$ cat src/rtl/vscale_pkg.sv
`timescale 1ns/1ps
package vscale_pkg;

   typedef enum logic [1:0] {
      PASS_IDLE = 2'd0,
      PASS_RUN  = 2'd1,
      PASS_DONE = 2'd2
   } pass_state_t;

   // Worst-case integer reach of a pass: (lines-1) steps of the largest fraction.
   function automatic longint unsigned max_reach(input int lines, input int frac_w);
      longint unsigned top_step;
      top_step = (longint'(1) << frac_w) - 1;
      return (longint'(lines - 1) * top_step) >> frac_w;
   endfunction

endpackage

$ cat src/rtl/vscale_frac_add.sv
`timescale 1ns/1ps
module vscale_frac_add #(
   parameter int INT_W  = 8,
   parameter int FRAC_W = 8
) (
   input  logic [INT_W-1:0]  cur_int,
   input  logic [FRAC_W-1:0] cur_frac,
   input  logic [FRAC_W-1:0] inc,
   output logic [INT_W-1:0]  nxt_int,
   output logic [FRAC_W-1:0] nxt_frac
);

   localparam int SLICE_W  = 8;
   localparam bit SLICED   = (FRAC_W % SLICE_W) == 0;
   localparam int N_SLICES = SLICED ? FRAC_W / SLICE_W : 1;

   logic frac_carry;

   generate
      if (SLICED) begin : g_sliced
         // Byte-wide slices with a rippled carry, one per fraction byte.
         logic [N_SLICES:0] cy;
         assign cy[0] = 1'b0;
         for (genvar s = 0; s < N_SLICES; s++) begin : g_slice
            logic [SLICE_W:0] part;
            assign part = {1'b0, cur_frac[s*SLICE_W +: SLICE_W]}
                        + {1'b0, inc[s*SLICE_W +: SLICE_W]}
                        + {{SLICE_W{1'b0}}, cy[s]};
            assign nxt_frac[s*SLICE_W +: SLICE_W] = part[SLICE_W-1:0];
            assign cy[s+1] = part[SLICE_W];
         end
         assign frac_carry = cy[N_SLICES];
      end else begin : g_flat
         logic [FRAC_W:0] whole;
         assign whole      = {1'b0, cur_frac} + {1'b0, inc};
         assign nxt_frac   = whole[FRAC_W-1:0];
         assign frac_carry = whole[FRAC_W];
      end
   endgenerate

   assign nxt_int = cur_int + {{(INT_W-1){1'b0}}, frac_carry};

endmodule

$ cat src/rtl/vscale_ptr_reg.sv
`timescale 1ns/1ps
module vscale_ptr_reg #(
   parameter int INT_W  = 8,
   parameter int FRAC_W = 8
) (
   input  logic              clk,
   input  logic              rst_n,
   input  logic              clear,
   input  logic              advance,
   input  logic [FRAC_W-1:0] step,
   output logic [INT_W-1:0]  ptr_int,
   output logic [FRAC_W-1:0] ptr_frac
);

   logic [INT_W-1:0]  sum_int;
   logic [FRAC_W-1:0] sum_frac;

   vscale_frac_add #(
      .INT_W  (INT_W),
      .FRAC_W (FRAC_W)
   ) u_add (
      .cur_int  (ptr_int),
      .cur_frac (ptr_frac),
      .inc      (step),
      .nxt_int  (sum_int),
      .nxt_frac (sum_frac)
   );

   always_ff @(posedge clk or negedge rst_n) begin
      if (!rst_n) begin
         ptr_int  <= '0;
         ptr_frac <= '0;
      end else if (clear) begin
         ptr_int  <= '0;
         ptr_frac <= '0;
      end else if (advance) begin
         ptr_int  <= sum_int;
         ptr_frac <= sum_frac;
      end
   end

endmodule

$ cat src/rtl/vscale_line_ctl.sv
`timescale 1ns/1ps
module vscale_line_ctl
   import vscale_pkg::*;
#(
   parameter int LINES = 192
) (
   input  logic clk,
   input  logic rst_n,
   input  logic frame_start,
   input  logic line_stb,
   output logic clear,
   output logic advance,
   output logic done
);

   localparam int CNT_W = $clog2(LINES + 1);

   pass_state_t      state;
   logic [CNT_W-1:0] line_cnt;
   logic             accept;
   logic             last_line;

   assign accept    = (state == PASS_RUN) && line_stb && !frame_start;
   assign last_line = line_cnt == CNT_W'(LINES - 1);
   assign clear     = frame_start;
   assign advance   = accept && !last_line;
   assign done      = state == PASS_DONE;

   always_ff @(posedge clk or negedge rst_n) begin
      if (!rst_n) begin
         state    <= PASS_IDLE;
         line_cnt <= '0;
      end else if (frame_start) begin
         state    <= PASS_RUN;
         line_cnt <= '0;
      end else if (accept) begin
         line_cnt <= line_cnt + 1'b1;
         if (last_line) begin
            state <= PASS_DONE;
         end
      end
   end

endmodule

$ cat src/rtl/vscale_row_rom.sv
`timescale 1ns/1ps
module vscale_row_rom #(
   parameter int               ADDR_W   = 8,
   parameter int               PAT_W    = 8,
   parameter logic [PAT_W-1:0] PAT_MASK = 8'h5A
) (
   input  logic              clk,
   input  logic              rst_n,
   input  logic [ADDR_W-1:0] addr,
   output logic [PAT_W-1:0]  pat_q
);

   localparam int DEPTH = 1 << ADDR_W;

   logic [PAT_W-1:0] tbl [DEPTH];

   generate
      for (genvar a = 0; a < DEPTH; a++) begin : g_row
         assign tbl[a] = PAT_W'(a) ^ PAT_MASK;
      end
   endgenerate

   always_ff @(posedge clk or negedge rst_n) begin
      if (!rst_n) begin
         pat_q <= '0;
      end else begin
         pat_q <= tbl[addr];
      end
   end

endmodule

$ cat src/rtl/vscale_top.sv
`timescale 1ns/1ps
module vscale_top
   import vscale_pkg::*;
#(
   parameter int               INT_W    = 8,
   parameter int               FRAC_W   = 8,
   parameter int               LINES    = 192,
   parameter int               PAT_W    = 8,
   parameter logic [PAT_W-1:0] PAT_MASK = 8'h5A
) (
   input  logic              clk,
   input  logic              rst_n,
   input  logic              frame_start,
   input  logic              line_stb,
   input  logic [FRAC_W-1:0] step,
   output logic [INT_W-1:0]  row_addr,
   output logic [PAT_W-1:0]  pf_left,
   output logic [PAT_W-1:0]  pf_right,
   output logic              frame_done
);

   localparam longint unsigned REACH = max_reach(LINES, FRAC_W);

   generate
      if (INT_W < 1 || INT_W > 10) begin : g_bad_int
         $error("vscale_top: INT_W must lie in 1..10");
      end
      if (FRAC_W < 1 || FRAC_W > 32) begin : g_bad_frac
         $error("vscale_top: FRAC_W must lie in 1..32");
      end
      if (LINES < 2) begin : g_bad_lines
         $error("vscale_top: LINES must be at least 2");
      end
      if (REACH >= (longint'(1) << INT_W)) begin : g_bad_reach
         $error("vscale_top: integer part too narrow for a full pass");
      end
   endgenerate

   logic             clr;
   logic             adv;
   logic [FRAC_W-1:0] frac_q;
   logic [PAT_W-1:0]  pat;

   vscale_line_ctl #(
      .LINES (LINES)
   ) u_ctl (
      .clk         (clk),
      .rst_n       (rst_n),
      .frame_start (frame_start),
      .line_stb    (line_stb),
      .clear       (clr),
      .advance     (adv),
      .done        (frame_done)
   );

   vscale_ptr_reg #(
      .INT_W  (INT_W),
      .FRAC_W (FRAC_W)
   ) u_ptr (
      .clk      (clk),
      .rst_n    (rst_n),
      .clear    (clr),
      .advance  (adv),
      .step     (step),
      .ptr_int  (row_addr),
      .ptr_frac (frac_q)
   );

   vscale_row_rom #(
      .ADDR_W   (INT_W),
      .PAT_W    (PAT_W),
      .PAT_MASK (PAT_MASK)
   ) u_rom (
      .clk   (clk),
      .rst_n (rst_n),
      .addr  (row_addr),
      .pat_q (pat)
   );

   assign pf_left  = pat;
   assign pf_right = pat;

   logic unused_frac;
   assign unused_frac = ^frac_q;

endmodule

$ cat config.mk
export PLATFORM = sky130hd
export DESIGN_NAME = vscale_top
export DESIGN_NICKNAME = d
export VERILOG_FILES = /design/src/rtl/vscale_pkg.sv /design/src/rtl/vscale_frac_add.sv /design/src/rtl/vscale_ptr_reg.sv /design/src/rtl/vscale_line_ctl.sv /design/src/rtl/vscale_row_rom.sv /design/src/rtl/vscale_top.sv
export SDC_FILE = /design/constraint.sdc
export NUM_CORES = 1
export LEC_CHECK = 0
export ABC_AREA = 1
export BUFFER_PORTS_ARGS = -buffer_cell sky130_fd_sc_hd__buf_2
export CELL_PAD_IN_SITES_DETAIL_PLACEMENT = 0
export CELL_PAD_IN_SITES_GLOBAL_PLACEMENT = 1
export CORE_MARGIN = 2
export CORE_UTILIZATION = 35
export CTS_CLUSTER_SIZE = 30
export DETAILED_ROUTE_END_ITERATION = 10
export GPL_TIMING_DRIVEN = 0
export PLACE_DENSITY_LB_ADDON = 0.3
export SKIP_LAST_GASP = 1
export SLEW_MARGIN = 20
export SYNTH_ARGS = -nofsm -noshare
export SYNTH_HDL_FRONTEND = slang
export SYNTH_SLANG_ARGS = --single-unit
$ cat constraint.sdc
create_clock -name clk -period 6.5 [get_ports clk]
set_input_delay 0.325 -clock clk [delete_from_list [all_inputs] [get_ports clk]]
set_output_delay 0.325 -clock clk [all_outputs]
set_load 0.05 [all_outputs]
==> results.yml, run 1 <==
status:
  status: "completed"
global_route:
  grt_pass1_wl_um: 7070
  overflow: 0
  grt_usage_pct: 14.1
  grt_max_degree: 35
  grt_pass1_vias: 1551
  antenna_found_initial: 0
yosys:
  synth.largest_area_cell: "dfrtp_1"
  synth_fp_nets: 271
  yosys-top-cells-count: "64 x nand2_1, 38 x inv_1, 34 x dfrtp_1"
  postSynthAreaPerCell_um2: 8.29
  synth_area_leaders: "dfrtp_1 42%, nand2_1 12%, inv_1 7.0%"
  synth_edf_count: 0
  synth-seq-cells: 34
  ys_warn_count: 0
  synthCells: 247
  yosysTopAreaCellShare_pct: 41.6
  synth.distinct_cells: 23
  ys.flop_type: "dfrtp_1"
  seq_area_frac_synth_pct: 41.6
  synthMostInstantiatedCell: "nand2_1"
  async_reset_ff_share_pct: 100
  synth_area_um2: 2050
routing:
  drt_iter0_drc: 65
  ant_nets: 0
  wirelength_um: 3970
  post_drt_wl_per_cell_um: 10.9
  first_pass_iters: 4
  drc: 0
  viasPerCell: 4.50
  num_vias: 1635
placed_design:
  dp_cells: 355
  gp_congestion: 0.753
  dpl.hpwl_um: 3040
  portBuffers: 36
floorplan:
  core_um2: 5570
  die_x_um: 80.5
  rows: 27
  pin_count: 37
  die_y_um: 80.5
  initial_utilization_pct: 36.7
  dieArea_um2: 6480
power:
  total_power_w: 0.000469
  ir_worst_vdd_mv: 0.0674
  power.density_nw_per_um2: 195
  cellLeakagePower_nw: 1.36
run:
  maxCapViolations: 0
cells_and_area:
  insertedDiodeCount: 0
  nets: 314
  syn_to_final_growth_pct: 17.7
  final_layout_size_suffix_gt1_share_pct: 25.4
  final_cells: 363
cts:
  clockBufferDepth: 2
  numClockSinks: 34
  numCtsBuffers: 5
  cts_tree: "built"
  htreeDepth: 2
  clk_pin_slew_ns: 0.07
  clock_latency_ns: 0.28
  post_cts_resized: 0
  post_cts_buffers: 0
  cts_hold_buffers: 0
  root_buffer: "clkbuf_8"
sta:
  finalSetupViolCount: 0
  final_hold_viol_count: 0
  worst_slew_pin_slew_ns: 0.749
  period_share_pct: 36.1
  setup-tns-final_ns: 0
  grt_setup_unrepaired: "no"
  min_period_ns: 2.35
  fmax_ghz: 0.426
  slew_viol_final: 0
  fin_skew_ns: 0.00691
  max_slew_margin_pct: 50.1
worst_setup_path:
  cp.arrival_ns: 2.56
  cp-end-kind: "register"
  required_ns: 6.71
  critPathMaxFanout: 2
  crit_type: "reg -> reg"
  crit_path_start_kind: "register"
hold_path:
  hold_path.class: "in -> async"
==> metal layers <==
layer  wire length (um)  vias to the layer above  global-route usage, %
li1                   -                      870                      -
met1               1980                      729                   18.5
met2               1750                       30                   22.4
met3                169                        6                   3.60
met4                 68                        0                   5.08
met5                  0                        -                      0
==> cells in the final DEF (no fill, tap or decap), types with 9 or more instances in the layout <==
cell and instances:
dfrtp_1 34, nand3_2 10, inv_1 38, o21ai_0 10
buf_4 9, ha_1 11, nand3_1 21, buf_2 38
nand2_1 64, a21oi_1 9, nor2_1 12
==> final cells by class <==
type                    count  area [um^2]
clock inverters             1         5.00
flip-flops and latches     34          851
fillers                   579         3170
clock buffers               7         86.3
inverters                  38          143
well taps                  72         90.1
multi-input cells         163          956
plain buffers              12         97.6
repair buffers             36          180
==> critical path, stage by stage (launching register included) <==
cell	delay, ns
dfrtp_1	0.38
ha_1	0.20
inv_1	0.06
fa_1	0.40
inv_1	0.09
nand3_1	0.11
nand3_1	0.08
nand2_1	0.07
nand2_1	0.07
nand2_1	0.06
nand2_1	0.08
ha_1	0.18
nand3_1	0.13
xor2_1	0.17
nor2_1	0.09
nand2_1	0.05
o21ai_1	0.07
==> path summary, 6_finish.rpt <==
check,depth (start not counted),end,from,slack [ns]
setup / recovery,16,u_ptr.ptr_int[3]$_DFFE_PN0P_,u_ptr.ptr_frac[0]$_DFFE_PN0P_,4.15
hold / removal,1,u_ctl.line_cnt[7]$_DFFE_PN0P_,rst_n,0.10
setup reg to reg,16,u_ptr.ptr_int[3]$_DFFE_PN0P_,u_ptr.ptr_frac[0]$_DFFE_PN0P_,4.15
hold reg to reg,0,u_rom.pat_q[7]$_DFF_PN0_,u_ptr.ptr_int[7]$_DFFE_PN0P_,0.47
max in group asynchronous,1,u_rom.pat_q[6]$_DFF_PN0_,rst_n,5.91
min in group clk,2,u_ctl.state[1]$_DFFE_PN0P_,frame_start,0.27
==> kinds of logic (layout without fill, tap and decap cells) <==
group,Yosys count,in the layout,synth area share (%)
and+or+nand+nor,123,123,30.5
buffers and inverters,50,94,11.7
DFF,34,34,41.6
AOI/OAI and AO/OA,22,22,5.93
adders and majority gates,12,12,7.70
xor gates and xnor gates,6,6,2.57
==> flip-flops by register name, indices dropped and copies added, names as in the netlist <==
register and cells:
u_rom.pat_q 8, u_ctl.state 2, u_ctl.line_cnt 8, u_ptr.ptr_int 8
u_ptr.ptr_frac 8
==> stage by stage <==
step	hold WS (ns)	setup WS [ns]	util (%)	area, um^2
finish	0.102	4.15	43.2	2410
global placement	0.443	4.12	41.6	2320
detailed placement	0.446	4.10	41.6	2320
floorplan	0.0294	4.40	-	2050
CTS	0.137	4.10	43.2	2410
global route	0.168	3.93	43.2	2410
==> report_power, final <==
group / internal (W) / total (W) / switching, W
Clock: 0.0000854 / 0.000159 / 0.0000738
Sequential: 0.000220 / 0.000228 / 0.00000794
Combinational: 0.0000296 / 0.0000817 / 0.0000521
Total: 0.000335 / 0.000469 / 0.000134
No activity file was read; power rests on OpenSTA's default activity.
==> run 2, diff against run 1 <==
- clock period: 6.5 -> 2.2 ns (I/O delays scaled with it)
==> run 2 against run 1 <==
  * Clock-buffer cell count did not move
  * Wire length grew 6.2%
  * Combinational power grew to 3.4 times the previous value
  * Via count increased by 2.8%
  * Largest cell class unchanged
  * First-iteration DRC count is 25% higher
  * Sequential power grew to 3.0 times the previous value
  * Non-clock buffer count increased by 9
  * Setup slack lost 4.1 ns
  * Cell count grew 2.5%
  * Clock power rose to 3.0 times the previous value
  * Core utilization is 2.8 points higher
==> results.yml, run 2 (synthesis results as in run 1) <==
status:
  status: "completed"
placed_design:
  dpl.hpwl_um: 3040
  gp_congestion: 0.753
  portBuffers: 36
  pre_cts_ws_ns: -0.151
floorplan:
  core_um2: 5570
  die_x_um: 80.5
  dieArea_um2: 6480
  pin_count: 37
  die_y_um: 80.5
  initial_utilization_pct: 36.7
  rows: 27
power:
  internal_power_w: 0.00101
  power_frac_comb_pct: 19.3
  ir_worst_vdd_mv: 0.203
  total_power_w: 0.00142
  power.density_nw_per_um2: 554
  p_clk_share_pct: 33.2
  netSwitchingPower_w: 0.000413
  netSwitchingFraction_pct: 29.0
  pwr-share-seq_pct: 47.5
  cellLeakagePower_nw: 1.41
sta:
  min_period_ns: 2.13
  fmax_ghz: 0.470
  setup-tns-final_ns: 0
  period_share_pct: 96.6
  max_slew_margin_pct: 49.9
  slew_viol_final: 0
  fin_skew_ns: 0.00719
  grt_setup_unrepaired: "yes"
  final_hold_viol_count: 0
  worst_slew_pin_slew_ns: 0.752
  fin_ws_ns: 0.0744
  finalSetupViolCount: 0
cells_and_area:
  final_layout_size_suffix_gt1_share_pct: 33.7
  nets: 323
  insertedDiodeCount: 0
  final_common_cell: "nand2_1"
  final_cell_mix: "58 x nand2_1, 38 x buf_2, 34 x inv_1, 34 x dfrtp_1, 17 x buf_4"
  syn_to_final_growth_pct: 25.4
routing:
  wirelength_um: 4220
  ant_nets: 0
  viasPerCell: 4.52
  drc: 0
  num_vias: 1681
  drt_iter0_drc: 81
  first_pass_iters: 4
  post_drt_wl_per_cell_um: 11.3
hold_path:
  hold_depth: 2
  hold_path.class: "in -> reg"
worst_setup_path:
  cp.arrival_ns: 2.34
  crit_type: "reg -> reg"
  reg2regPathDepth: 17
  cp-end-kind: "register"
  crit_path_start_kind: "register"
  critPathMaxFanout: 3
  required_ns: 2.42
run:
  maxCapViolations: 0
global_route:
  grt_max_degree: 35
  grt_pass1_wl_um: 7250
  grt_usage_pct: 14.4
  overflow: 0
  antenna_found_initial: 0
  grt_pass1_vias: 1594
cts:
  clock_latency_ns: 0.29
  numClockSinks: 34
  cts_tree: "built"
  clk_pin_slew_ns: 0.07
  clockBufferDepth: 2
  numCtsBuffers: 5
  htreeDepth: 2
  root_buffer: "clkbuf_8"
[run 2: cell types whose count changed in the layout (fill, tap and decap cells not counted), moves of 2 or more]
cell,delta
nand3_2,+4
ha_4,+2
ha_1,-3
inv_1,-4
nand2_4,+2
nand2_1,-6
nand3_1,-5
nand2_2,+4
inv_2,+4
buf_4,+8
[run 2: power by group through the flow]
stage / combinational [W] / clock, W / sequential, W
2_1_floorplan: 0.000173 / 0 / 0.000689
3_3_place_gp: 0.000243 / 0 / 0.000685
3_5_place_dp: 0.000247 / 0 / 0.000686
5_1_grt: 0.000316 / 0.000526 / 0.000679
4_1_cts: 0.000259 / 0.000490 / 0.000674
6_report: 0.000275 / 0.000472 / 0.000675
[run 2: what timing repair did]
item                                   in CTS  in global routing
pin swaps                                   2                  9
setup buffers                               4                  4
hold buffers                                1                  0
gates cloned                                0                  0
gates resized for setup                     9                 15
endpoints found under the hold margin      34                  0
setup endpoints to repair                   7                  7
[run 2: per-stage QoR]
step / instances / area, um^2 / hold slack (ns) / util [%]
after CTS: 368 / 2470 / 0.0503 / 44.3
after floorplan: 247 / 2050 / -0.186 / -
after global placement: 355 / 2320 / 0.228 / 41.6
after global routing: 372 / 2570 / 0.0694 / 46.0
final: 372 / 2570 / 0.0546 / 46.0
after detailed placement: 355 / 2320 / 0.231 / 41.6
[run 2: path summary, 6_finish.rpt]
check	end	from	slack, ns
worst min register to register	u_rom.pat_q[7]$_DFF_PN0_	u_ptr.ptr_int[7]$_DFFE_PN0P_	0.47
max in group asynchronous	u_rom.pat_q[6]$_DFF_PN0_	rst_n	1.29
min in group asynchronous	u_ctl.line_cnt[5]$_DFFE_PN0P_	rst_n	0.43
worst min-delay path	u_ctl.state[1]$_DFFE_PN0P_	frame_start	0.05
worst max register to register	u_ptr.ptr_int[5]$_DFFE_PN0P_	u_ptr.ptr_frac[0]$_DFFE_PN0P_	0.07
worst max-delay path	u_ptr.ptr_int[5]$_DFFE_PN0P_	u_ptr.ptr_frac[0]$_DFFE_PN0P_	0.07
[run 2: per-layer routing]
layer  GRT usage, %  routed length (um)
met4           5.08                  68
met1           18.9                1990
met5              0                   0
met2           23.0                1980
met3           3.60                 181
[run 2: critical path, stage by stage (launching register included)]
cell,delay (ns)
dfrtp_1,0.36
ha_2,0.20
inv_2,0.04
fa_2,0.34
inv_2,0.07
nand3_2,0.08
nand3_2,0.07
nand2_2,0.06
nand2_2,0.08
nand2_2,0.06
nand2_4,0.09
ha_4,0.14
nand2_4,0.05
inv_2,0.09
nand3_2,0.08
nand2_1,0.08
nand4_1,0.09
nand2_1,0.09
[run 2: area by class of cell]
class                           count  area, um^2
Fill cell                         573        3010
Multi-Input combinational cell    163        1040
Sequential cell                    34         851
Timing Repair Buffer               45         250
Inverter                           38         143
Buffer                             12        97.6
Tap cell                           72        90.1
Clock buffer                        7        86.3
Clock inverter                      1        5.00
